$ cat src/rtl/burst_seq_pkg.sv
package burst_seq_pkg;
  typedef enum logic {
    ORD_SEQ   = 1'b0,
    ORD_INTLV = 1'b1
  } order_e;

  localparam int unsigned OFS_W = 3;
endpackage

$ cat src/rtl/burst_seq_rst_sync.sv
module burst_seq_rst_sync #(
  parameter int unsigned STAGES = 2
) (
  input  logic clk,
  input  logic rst_n,
  output logic rst_n_sync
);
  logic [STAGES-1:0] chain_q;

  generate
    for (genvar g = 0; g < STAGES; g++) begin : g_stage
      if (g == 0) begin : g_first
        always_ff @(posedge clk or negedge rst_n) begin
          if (!rst_n) chain_q[g] <= 1'b0;
          else        chain_q[g] <= 1'b1;
        end
      end else begin : g_next
        always_ff @(posedge clk or negedge rst_n) begin
          if (!rst_n) chain_q[g] <= 1'b0;
          else        chain_q[g] <= chain_q[g-1];
        end
      end
    end
  endgenerate

  assign rst_n_sync = chain_q[STAGES-1];
endmodule

$ cat src/rtl/burst_seq_ctrl.sv
module burst_seq_ctrl
  import burst_seq_pkg::*;
#(
  parameter int unsigned COL_W = 10
) (
  input  logic                 clk,
  input  logic                 rst_n,
  input  logic                 start_i,
  input  logic [COL_W-1:0]     col_i,
  input  logic                 len8_i,
  input  logic                 intlv_i,
  output logic                 busy_o,
  output logic                 final_o,
  output logic [OFS_W-1:0]     beat_o,
  output logic [COL_W-1:0]     base_o,
  output order_e               ord_o
);
  localparam logic [OFS_W-1:0] LAST4 = OFS_W'(3);
  localparam logic [OFS_W-1:0] LAST8 = OFS_W'(7);

  logic               busy_q, busy_d;
  logic [OFS_W-1:0]   beat_q, beat_d;
  logic [COL_W-1:0]   base_q;
  logic               len8_q;
  order_e             ord_q;
  logic               accept;
  logic               final_beat;
  logic               beat_en;

  assign accept     = start_i && !busy_q;
  assign final_beat = busy_q && (beat_q == (len8_q ? LAST8 : LAST4));
  assign beat_en    = accept || busy_q;

  always_comb begin
    busy_d = busy_q;
    beat_d = beat_q;
    if (accept) begin
      busy_d = 1'b1;
      beat_d = '0;
    end else if (busy_q) begin
      busy_d = !final_beat;
      beat_d = beat_q + OFS_W'(1);
    end
  end

  always_ff @(posedge clk or negedge rst_n) begin
    if (!rst_n) begin
      busy_q <= 1'b0;
      beat_q <= '0;
    end else if (beat_en) begin
      busy_q <= busy_d;
      beat_q <= beat_d;
    end
  end

  always_ff @(posedge clk or negedge rst_n) begin
    if (!rst_n) begin
      base_q <= '0;
      len8_q <= 1'b0;
      ord_q  <= ORD_SEQ;
    end else if (accept) begin
      base_q <= col_i;
      len8_q <= len8_i;
      ord_q  <= intlv_i ? ORD_INTLV : ORD_SEQ;
    end
  end

  assign busy_o  = busy_q;
  assign final_o = final_beat;
  assign beat_o  = beat_q;
  assign base_o  = base_q;
  assign ord_o   = ord_q;
endmodule

$ cat src/rtl/burst_seq_order.sv
module burst_seq_order
  import burst_seq_pkg::*;
#(
  parameter int unsigned COL_W = 10
) (
  input  logic [COL_W-1:0] base_i,
  input  logic [OFS_W-1:0] beat_i,
  input  order_e           ord_i,
  output logic [COL_W-1:0] col_o
);
  logic [1:0] nib_ofs;
  logic       half_bit;

  // Bit 2 flips only on beats 4..7; in four-beat bursts beat_i[2] stays 0,
  // so bit 2 behaves as a fixed block bit there.
  assign half_bit = base_i[2] ^ beat_i[2];

  always_comb begin
    if (ord_i == ORD_SEQ) nib_ofs = base_i[1:0] + beat_i[1:0];
    else                  nib_ofs = base_i[1:0] ^ beat_i[1:0];
  end

  assign col_o = {base_i[COL_W-1:OFS_W], half_bit, nib_ofs};
endmodule

$ cat src/rtl/burst_col_seq.sv
module burst_col_seq
  import burst_seq_pkg::*;
#(
  parameter int unsigned COL_W       = 10,
  parameter int unsigned SYNC_STAGES = 2
) (
  input  logic             clk,
  input  logic             rst_n,
  input  logic             start_i,
  input  logic [COL_W-1:0] col_i,
  input  logic             len8_i,
  input  logic             intlv_i,
  output logic [COL_W-1:0] col_o,
  output logic             valid_o,
  output logic             last_o
);
  logic             rst_n_int;
  logic             busy;
  logic             final_beat;
  logic [OFS_W-1:0] beat;
  logic [COL_W-1:0] base;
  order_e           ord;
  logic [COL_W-1:0] col_raw;

  burst_seq_rst_sync #(.STAGES(SYNC_STAGES)) u_rst (
    .clk        (clk),
    .rst_n      (rst_n),
    .rst_n_sync (rst_n_int)
  );

  burst_seq_ctrl #(.COL_W(COL_W)) u_ctrl (
    .clk     (clk),
    .rst_n   (rst_n_int),
    .start_i (start_i),
    .col_i   (col_i),
    .len8_i  (len8_i),
    .intlv_i (intlv_i),
    .busy_o  (busy),
    .final_o (final_beat),
    .beat_o  (beat),
    .base_o  (base),
    .ord_o   (ord)
  );

  burst_seq_order #(.COL_W(COL_W)) u_order (
    .base_i (base),
    .beat_i (beat),
    .ord_i  (ord),
    .col_o  (col_raw)
  );

  assign valid_o = busy;
  assign last_o  = final_beat;
  assign col_o   = busy ? col_raw : '0;
endmodule

$ cat config.mk
export PLATFORM = sky130hd
export DESIGN_NAME = burst_col_seq
export DESIGN_NICKNAME = d
export VERILOG_FILES = /design/src/rtl/burst_seq_pkg.sv /design/src/rtl/burst_seq_rst_sync.sv /design/src/rtl/burst_seq_ctrl.sv /design/src/rtl/burst_seq_order.sv /design/src/rtl/burst_col_seq.sv
export SDC_FILE = /design/constraint.sdc
export NUM_CORES = 1
export LEC_CHECK = 0
export ABC_CLOCK_PERIOD_IN_PS = 960
export BUFFER_PORTS_ARGS = -buffer_cell sky130_fd_sc_hd__buf_2
export CORE_MARGIN = 10
export CORE_UTILIZATION = 44
export CTS_BUF_LIST = sky130_fd_sc_hd__clkbuf_4 sky130_fd_sc_hd__clkbuf_8 sky130_fd_sc_hd__clkbuf_16
export DETAILED_ROUTE_END_ITERATION = 10
export GPL_ROUTABILITY_DRIVEN = 1
export HOLD_SLACK_MARGIN = 0.05
export PLACE_DENSITY = 0.73
export SLEW_MARGIN = 10
export SYNTH_ARGS = -nofsm -noshare
export SYNTH_HDL_FRONTEND = slang
export SYNTH_HIERARCHICAL = 1
export SYNTH_SLANG_ARGS = --single-unit
$ cat constraint.sdc
create_clock -name clk -period 0.96 [get_ports clk]
set_input_delay 0 -clock clk [delete_from_list [all_inputs] [get_ports clk]]
set_output_delay 0 -clock clk [all_outputs]
set_load 0.03 [all_outputs]
==> flow_metrics.env, run 1 <==
export IMPL_chipHeight_um=65.5
export IMPL_htree_levels=1
export IMPL_p_comb_frac=0.698
export IMPL_grt_first_pass_wirelength_um=3450
export IMPL_worstSetupPathType="reg2out"
export IMPL_routed_wl_um=2120
export IMPL_layout_common_cells="buf_6, dfrtp_1, dlygate4sd3_1, buf_2, mux2_4"
export IMPL_grt_overflow_total=0
export IMPL_clk_latency_ps=290
export IMPL_period_minus_slack_ps=1410
export IMPL_p_clk_frac=0.075
export IMPL_initial_core_util=0.464
export IMPL_cpLargestDelayFamily="flip-flops"
export IMPL_antenna_found_initial=0
export IMPL_diodes=0
export IMPL_instances_no_fill=143
export IMPL_wl_per_cell_um=14.8
export IMPL_hpwl_um=1260
export IMPL_switchingPower_uw=2300
export IMPL_dp_cells=116
export IMPL_setup_viol=27
export IMPL_final_max_slew_viol_count=0
export IMPL_fin_skew_ps=3.25
export IMPL_cp_cell_sequence="ha_2 -> nor2b_4 -> xnor2_2 -> and2_4 -> buf_6"
export IMPL_grt_pass1_vias=765
export IMPL_drc=0
export IMPL_total_leakage_power_uw=0.000731
export IMPL_yosysTopAreaCell="dfrtp_1"
export IMPL_hold_violations=0
export IMPL_synth_seq_cells=18
export IMPL_via_per_inst=4.53
export IMPL_cp_num_buf_inv=1
export IMPL_cp_slowest_cell="dfrtp_1"
export IMPL_grt_usage=0.101
export IMPL_gp_congestion=0.687
export IMPL_fin_nets=134
export IMPL_start_kind="flip-flop"
export IMPL_status="finished, violations left"
export IMPL_endpoint_kind="output port"
export IMPL_max_freq_mhz=708
export IMPL_ys_types=17
export IMPL_vias=648
export IMPL_timing_rr_start="u_ctrl/beat_o[0]"
export IMPL_cts_root_buf="clkbuf_4"
export IMPL_grt_setup_unrepaired="true"
export IMPL_cts_buffer_depth=2
export IMPL_internal_power_uw=3820
export IMPL_synth_nets=84
export IMPL_area_growth_pct=60.9
export IMPL_crit_fanout=2
export IMPL_cap_violations=0
export IMPL_pwr_share_seq=0.227
export IMPL_violations="negative setup slack"
export IMPL_arrival_ps=1410
export IMPL_cts_buffers=3
export IMPL_hold_class="in2reg"
export IMPL_setup_tns_final_ps=-6220
export IMPL_postSynthAreaPerCell_um2=13.6
export IMPL_worstHoldStart="start_i"
export IMPL_synth_area_leaders="dfrtp_1, mux2_4, and2_1"
export IMPL_dr_pass1_iters=3
export IMPL_rows=16
export IMPL_fin_crit_sh=1.47
export IMPL_drtIter0Drc=4
export IMPL_final_common_cell="buf_6"
export IMPL_synthCells=67
export IMPL_crit_required_ps=960
export IMPL_yosysTopAreaCellShare=0.495
export IMPL_sw_frac_of_total=0.376
export IMPL_yosysSeqAreaShare=0.495
export IMPL_drive_above_1_share=0.681
export IMPL_synth_warnings=6
export IMPL_critPathLaunch="u_ctrl/base_o[0]"
export IMPL_cts_sinks=18
export IMPL_die_area_um2=4290
export IMPL_core_um2=1960
export IMPL_setup_ws_ps=-453
export IMPL_ant_nets=0
export IMPL_syn_area_um2=910
export IMPL_io_buffer_count=26
export IMPL_cts_tree="yes"
export IMPL_peakVddDrop_mv=2.22
export IMPL_die_w_um=65.5
export IMPL_max_stage_delay_ps=400
export IMPL_powerDensity_nw_per_um2=4180
export IMPL_grt_max_degree=17
export IMPL_io_pins=27
export IMPL_cts_clk_slew_worst_paths_ps=100
[stage by stage]
| stage | instance area (um^2) | worst slack, ps | hold slack, ps | utilization | total power [uW] |
|---|---|---|---|---|---|
| 5_1_grt | 1460 | -509 | 119 | 0.746 | 6470 |
| 3_5_place_dp | 1040 | -211 | -214 | 0.530 | 4140 |
| 4_1_cts | 1440 | -461 | 121 | 0.733 | 5920 |
| 2_1_floorplan | 913 | -393 | -296 | - | 3670 |
| 3_3_place_gp | 1040 | -186 | -215 | 0.530 | 4060 |
| 6_report | 1460 | -453 | 135 | 0.746 | 6120 |
[per-layer routing]
metal,track usage,share of wire,vias to the layer above
li1,-,-,317
met1,0.107,0.42,309
met2,0.178,0.51,18
met3,0.0339,0.058,4
met4,0.0481,0.016,0
met5,0,0,-
[timing repair]
action	in CTS	in global routing
pin swaps	5	6
gates resized for setup	48	5
endpoints found under the setup margin	27	28
hold buffers	15	0
hold endpoints to repair	15	0
setup buffers	6	2
cloned	1	0
[tightest hold or removal path, cell delays in order]
cell	delay (ps)
buf_2	160
mux2_2	190
a21oi_2	50
[final timing paths]
path	endpoint	slack, ps	cells after the start
worst max-delay path	col_o[1]	-450	5
worst min-delay path	u_ctrl/beat_o[2]	130	3
worst max register to register	u_ctrl/beat_o[2]	-210	4
worst min register to register	u_ctrl/beat_o[0]	180	1
max in group asynchronous	u_rst/chain_q[0]	300	3
min in group asynchronous	u_ctrl/beat_o[0]	180	1
[power groups by stage]
| stage | sequential, uW | combinational [uW] | clock (uW) |
|---|---|---|---|
| 6_report | 1390 | 4280 | 457 |
| 5_1_grt | 1430 | 4530 | 515 |
| 4_1_cts | 1360 | 4090 | 470 |
| 3_5_place_dp | 1340 | 2800 | 0 |
| 3_3_place_gp | 1320 | 2740 | 0 |
| 2_1_floorplan | 1390 | 2280 | 0 |
[synth_stat cells (all sizes together)]
library cell,number
xor2,1
nand2b,1
dfrtp,18
and2,10
a21oi,2
xnor2,3
and3,1
ha,2
a31oi,1
nor2b,1
a22o,1
buf,10
mux2,14
nor2,1
conb,1
[sequential cells by signal, indices dropped and copies added (netlist names)]
signal	cells
u_ctrl/ord_o	1
u_ctrl/base_o	10
u_ctrl/busy_o	1
u_ctrl/len8_q	1
u_rst/chain_q	1
u_ctrl/beat_o	3
u_rst/rst_n_sync	1
[cell families (layout without fill, tap and decap cells)]
family | Yosys count | after routing | share of synthesized area
flip-flops | 18 | 18 | 0.495
multiplexers | 14 | 14 | 0.215
AND/OR/NAND/NOR | 14 | 15 | 0.102
buffers and inverters | 10 | 58 | 0.0908
AO/OA/AOI/OAI | 4 | 4 | 0.0275
XOR/XNOR | 4 | 4 | 0.0385
adder cells (fa/ha/maj) | 2 | 2 | 0.0275
other | 1 | 1 | 0.00412
[final cells by class]
class                      count  area (um^2)
tap                           27         33.8
fill                         138          498
timing repair buffer          54          472
clock buffer                   4         36.3
sequential                    18          453
multi-input combinational     40          469
(Power assumes the default switching activity.)
==> inputs of run 2 (changes only) <==
--- a/config.mk
+++ b/config.mk
@@ -13,7 +13,8 @@
 export DETAILED_ROUTE_END_ITERATION = 10
 export GPL_ROUTABILITY_DRIVEN = 1
 export HOLD_SLACK_MARGIN = 0.05
-export PLACE_DENSITY = 0.73
+export PLACE_DENSITY = 0.71
+export REMOVE_ABC_BUFFERS = 1
 export SLEW_MARGIN = 10
 export SYNTH_ARGS = -nofsm -noshare
 export SYNTH_HDL_FRONTEND = slang
==> flow_metrics.env, run 2 (same netlist as run 1, synthesis figures left out) <==
export IMPL_cp_cell_sequence="ha_2 -> nor2b_4 -> xnor2_1 -> and2_1 -> buf_6"
export IMPL_cts_root_buf="clkbuf_4"
export IMPL_final_area_um2=1450
export IMPL_htree_levels=1
export IMPL_rows=16
export IMPL_p_total_uw=6030
export IMPL_die_w_um=65.5
export IMPL_grt_first_pass_wirelength_um=3440
export IMPL_worstHoldStart="start_i"
export IMPL_setup_viol=28
export IMPL_antenna_found_initial=0
export IMPL_cp_slowest_cell="dfrtp_1"
export IMPL_final_common_cell="buf_6"
export IMPL_core_um2=1960
export IMPL_fin_nets=133
export IMPL_clk_latency_ps=280
export IMPL_drive_above_1_share=0.658
export IMPL_via_per_inst=4.58
export IMPL_dr_pass1_iters=4
export IMPL_cap_violations=0
export IMPL_cts_sinks=18
export IMPL_critPathLaunch="u_ctrl/beat_o[0]"
export IMPL_nFillCells=148
export IMPL_worstSetupPathType="reg2out"
export IMPL_largest_reg_flops=10
export IMPL_status="finished, violations left"
export IMPL_chipHeight_um=65.5
export IMPL_timing_rr_start="u_ctrl/beat_o[0]"
export IMPL_fin_skew_ps=3.53
export IMPL_cts_clk_slew_worst_paths_ps=100
export IMPL_die_area_um2=4290
export IMPL_cts_tree="yes"
export IMPL_routed_wl_um=2230
export IMPL_peakVddDrop_mv=2.62
export IMPL_start_kind="flip-flop"
export IMPL_area_growth_pct=59.7
export IMPL_setup_ws_ps=-450
export IMPL_io_pins=27
export IMPL_endpoint_kind="output port"
export IMPL_layout_common_cells="buf_6, dfrtp_1, dlygate4sd3_1, buf_2, mux2_4"
export IMPL_place_area_um2=1040
export IMPL_initial_core_util=0.464
export IMPL_grt_setup_unrepaired="true"
export IMPL_fin_crit_sh=1.47
export IMPL_violations="negative setup slack"
export IMPL_grt_pass1_vias=680
export IMPL_gp_congestion=0.775
export IMPL_hpwl_um=1270
export IMPL_total_leakage_power_uw=0.000720
export IMPL_diodes=0
export IMPL_cts_buffers=3
export IMPL_final_util=0.740
export IMPL_drtIter0Drc=9
export IMPL_grt_usage=0.101
export IMPL_final_max_slew_viol_count=0
export IMPL_reg2reg_slack_ps=-270
export IMPL_drc=0
export IMPL_vias=646
export IMPL_io_buffer_count=26
export IMPL_max_freq_mhz=709
export IMPL_cts_buffer_depth=2
export IMPL_hold_violations=0
export IMPL_hold_class="in2reg"
export IMPL_period_minus_slack_ps=1410
export IMPL_crit_required_ps=960
export IMPL_crit_fanout=3
export IMPL_grt_max_degree=17
export IMPL_max_stage_delay_ps=410
export IMPL_grt_overflow_total=0
export IMPL_ant_nets=0
export IMPL_wl_per_cell_um=15.8
export IMPL_powerDensity_nw_per_um2=4150
export IMPL_arrival_ps=1410
==> run 2: final timing paths <==
| kind | endpoint | cells past startpoint |
|---|---|---|
| max reg2reg | u_ctrl/beat_o[2] | 6 |
| min reg2reg | u_ctrl/beat_o[1] | 1 |
| min in group asynchronous | u_ctrl/beat_o[1] | 1 |
| min | u_ctrl/busy_o | 3 |
| max in group asynchronous | u_rst/rst_n_sync | 3 |
| max | col_o[1] | 5 |
==> run 2: what timing repair did <==
action | in CTS | in global routing
resized for setup | 46 | 9
buffers inserted | 3 | 2
pin swaps | 5 | 3
gates cloned | 2 | 0
endpoints found under the hold margin | 14 | 0
hold buffers | 14 | 0
setup endpoints to repair | 28 | 28
==> run 2: power breakdown <==
part | leakage, uW | internal, uW | switching (uW) | total [uW]
clock network | 0.0000138 | 145 | 215 | 361
logic | 0.000496 | 2420 | 1820 | 4240
registers | 0.000211 | 1120 | 305 | 1420
total | 0.000720 | 3680 | 2340 | 6030
==> run 2: per-stage QoR <==
step | setup TNS [ps] | worst slack, ps | hold slack (ps) | instances
after floorplan | -8070 | -538 | -296 | 57
after global placement | -1730 | -145 | -214 | 117
after detailed placement | -2430 | -187 | -212 | 117
after CTS | -4960 | -436 | 94.1 | 139
after global routing | -6200 | -488 | 107 | 141
final | -5160 | -450 | 111 | 141
==> run 2: final cells by class <==
cell class | count | area [um^2] | area share
clock buffer | 3 | 22.5 | 0.0155
multi-input combinational | 40 | 479 | 0.330
sequential | 18 | 452 | 0.311
tap | 27 | 33.8 | 0.0233
timing repair buffer | 53 | 465 | 0.320
==> run 2: routing by layer <==
metal | GRT usage | up-vias | routed length, um
li1 | - | 309 | -
met1 | 0.110 | 304 | 880
met2 | 0.179 | 27 | 1200
met3 | 0.0407 | 6 | 132
met4 | 0.0241 | 0 | 21
met5 | 0 | - | 0
==> run 2: critical path: cells and delay by family (launching register included) <==
| family | cells | cell delay [ps] |
|---|---|---|
| xor gates and xnor gates | 1 | 110 |
| adders and majority gates | 1 | 180 |
| buffers and inverters | 1 | 140 |
| DFF | 1 | 410 |
| and+or+nand+nor | 2 | 290 |
==> inputs of run 3 (changes only) <==
--- a/config.mk
+++ b/config.mk
@@ -14,6 +14,7 @@
 export GPL_ROUTABILITY_DRIVEN = 1
 export HOLD_SLACK_MARGIN = 0.05
 export PLACE_DENSITY = 0.71
+export RECOVER_POWER = 100
 export REMOVE_ABC_BUFFERS = 1
 export SLEW_MARGIN = 10
 export SYNTH_ARGS = -nofsm -noshare
==> flow_metrics.env, run 3 (same netlist as run 1, synthesis figures left out) <==
export IMPL_status="finished, violations left"
export IMPL_violations="negative setup slack"
export IMPL_largest_reg_flops=10
export IMPL_hold_class="in2reg"
export IMPL_critPathLaunch="u_ctrl/beat_o[0]"
export IMPL_gp_congestion=0.775
export IMPL_instances_no_fill=141
export IMPL_setup_tns_final_ps=-5160
export IMPL_via_per_inst=4.58
export IMPL_r2r_end="u_ctrl/beat_o[2]"
export IMPL_drc=0
export IMPL_timing_rr_start="u_ctrl/beat_o[0]"
export IMPL_routed_wl_um=2230
export IMPL_total_leakage_power_uw=0.000719
export IMPL_r2r_cells=6
export IMPL_grt_max_degree=17
export IMPL_seq_area_um2=452
export IMPL_initial_core_util=0.464
export IMPL_cts_buffer_depth=2
export IMPL_nFillCells=149
export IMPL_grt_pass1_vias=680
export IMPL_cts_sinks=18
export IMPL_final_max_slew_viol_count=0
export IMPL_powerDensity_nw_per_um2=4150
export IMPL_hpwl_um=1270
export IMPL_endpoint="col_o[1]"
export IMPL_htree_levels=1
export IMPL_arrival_ps=1410
export IMPL_vias=646
export IMPL_p_total_uw=6030
export IMPL_core_um2=1960
export IMPL_antenna_found_initial=0
export IMPL_diodes=0
export IMPL_multi_input_area_um2=479
export IMPL_layout_common_cells="buf_6, dfrtp_1, dlygate4sd3_1, buf_2, mux2_4"
export IMPL_area_growth_pct=59.4
export IMPL_setup_viol=28
export IMPL_cts_tree="yes"
export IMPL_grt_first_pass_wirelength_um=3440
export IMPL_drtIter0Drc=9
export IMPL_fin_crit_sh=1.47
export IMPL_grt_setup_unrepaired="true"
export IMPL_rows=16
export IMPL_endpoint_kind="output port"
export IMPL_max_freq_mhz=709
export IMPL_drive_above_1_share=0.658
export IMPL_period_minus_slack_ps=1410
export IMPL_fin_skew_ps=3.53
export IMPL_dr_pass1_iters=4
export IMPL_grt_overflow_total=0
export IMPL_reg2reg_slack_ps=-270
export IMPL_wl_per_cell_um=15.8
export IMPL_io_buffer_count=26
export IMPL_setup_ws_ps=-450
export IMPL_grt_usage=0.101
export IMPL_start_kind="flip-flop"
export IMPL_worstSetupPathType="reg2out"
export IMPL_hold_violations=0
export IMPL_dp_cells=117
export IMPL_cts_buffers=3
export IMPL_chipHeight_um=65.5
export IMPL_peakVddDrop_mv=2.62
export IMPL_crit_fanout=3
export IMPL_cap_violations=0
export IMPL_crit_required_ps=960
export IMPL_cts_clk_slew_worst_paths_ps=100
export IMPL_die_area_um2=4290
export IMPL_fin_nets=133
export IMPL_clk_latency_ps=280
export IMPL_io_pins=27
export IMPL_ant_nets=0
export IMPL_final_common_cell="buf_6"
export IMPL_cts_root_buf="clkbuf_4"
export IMPL_die_w_um=65.5
-- run 3: cell count changes in the layout (fill, tap and decap cells not counted), sizes merged --
cell | before | now
buf | 39 | 38
clkbuf | 3 | 4
-- run 3: final cells by class --
cell class / count / share of cell area
Sequential cell: 18 / 0.311
Clock buffer: 3 / 0.0155
Timing Repair Buffer: 53 / 0.319
Multi-Input combinational cell: 40 / 0.330
Tap cell: 27 / 0.0233
-- run 3: worst max-delay path, stage by stage (launching register included) --
cell and delay, ps:
dfrtp_1 410, ha_2 180, nor2b_4 120, xnor2_1 110, and2_1 170, buf_6 140
-- run 3: worst min path at each step --
| stage | start | to | slack [ps] | cells after the start |
|---|---|---|---|---|
| global placement | rst_n | u_rst/rst_n_sync | -210 | 1 |
| detailed placement | rst_n | u_rst/chain_q[0] | -210 | 1 |
| floorplan | rst_n | u_rst/chain_q[0] | -300 | 0 |
| finish | start_i | u_ctrl/busy_o | 110 | 3 |
| global route | start_i | u_ctrl/busy_o | 110 | 3 |
| CTS | start_i | u_ctrl/busy_o | 90 | 3 |
-- run 3: per-stage QoR --
step	utilization	setup slack, ps	instance area, um^2	hold WS, ps
floorplan	-	-538	827	-296
global placement	0.532	-145	1040	-214
detailed placement	0.532	-187	1040	-212
CTS	0.708	-436	1390	94.1
global route	0.739	-488	1450	107
finish	0.739	-450	1450	111
-- run 3: per-layer routing --
| metal | routed length (um) | GRT usage |
|---|---|---|
| met1 | 880 | 0.110 |
| met2 | 1200 | 0.179 |
| met3 | 132 | 0.0407 |
| met4 | 21 | 0.0241 |
| met5 | 0 | 0 |
-- run 3: timing repair --
action / 4_1_cts / 5_1_grt
setup buffers: 3 / 2
hold buffers: 14 / 0
resized for setup: 46 / 9
hold endpoints to repair: 14 / 0
gates cloned: 2 / 0
pin swaps: 5 / 3
setup endpoints to repair: 28 / 28
-- run 3: power by group --
group / total (uW) / switching (uW) / internal (uW)
sequential: 1420 / 305 / 1120
clock: 361 / 215 / 145
combinational: 4240 / 1820 / 2420
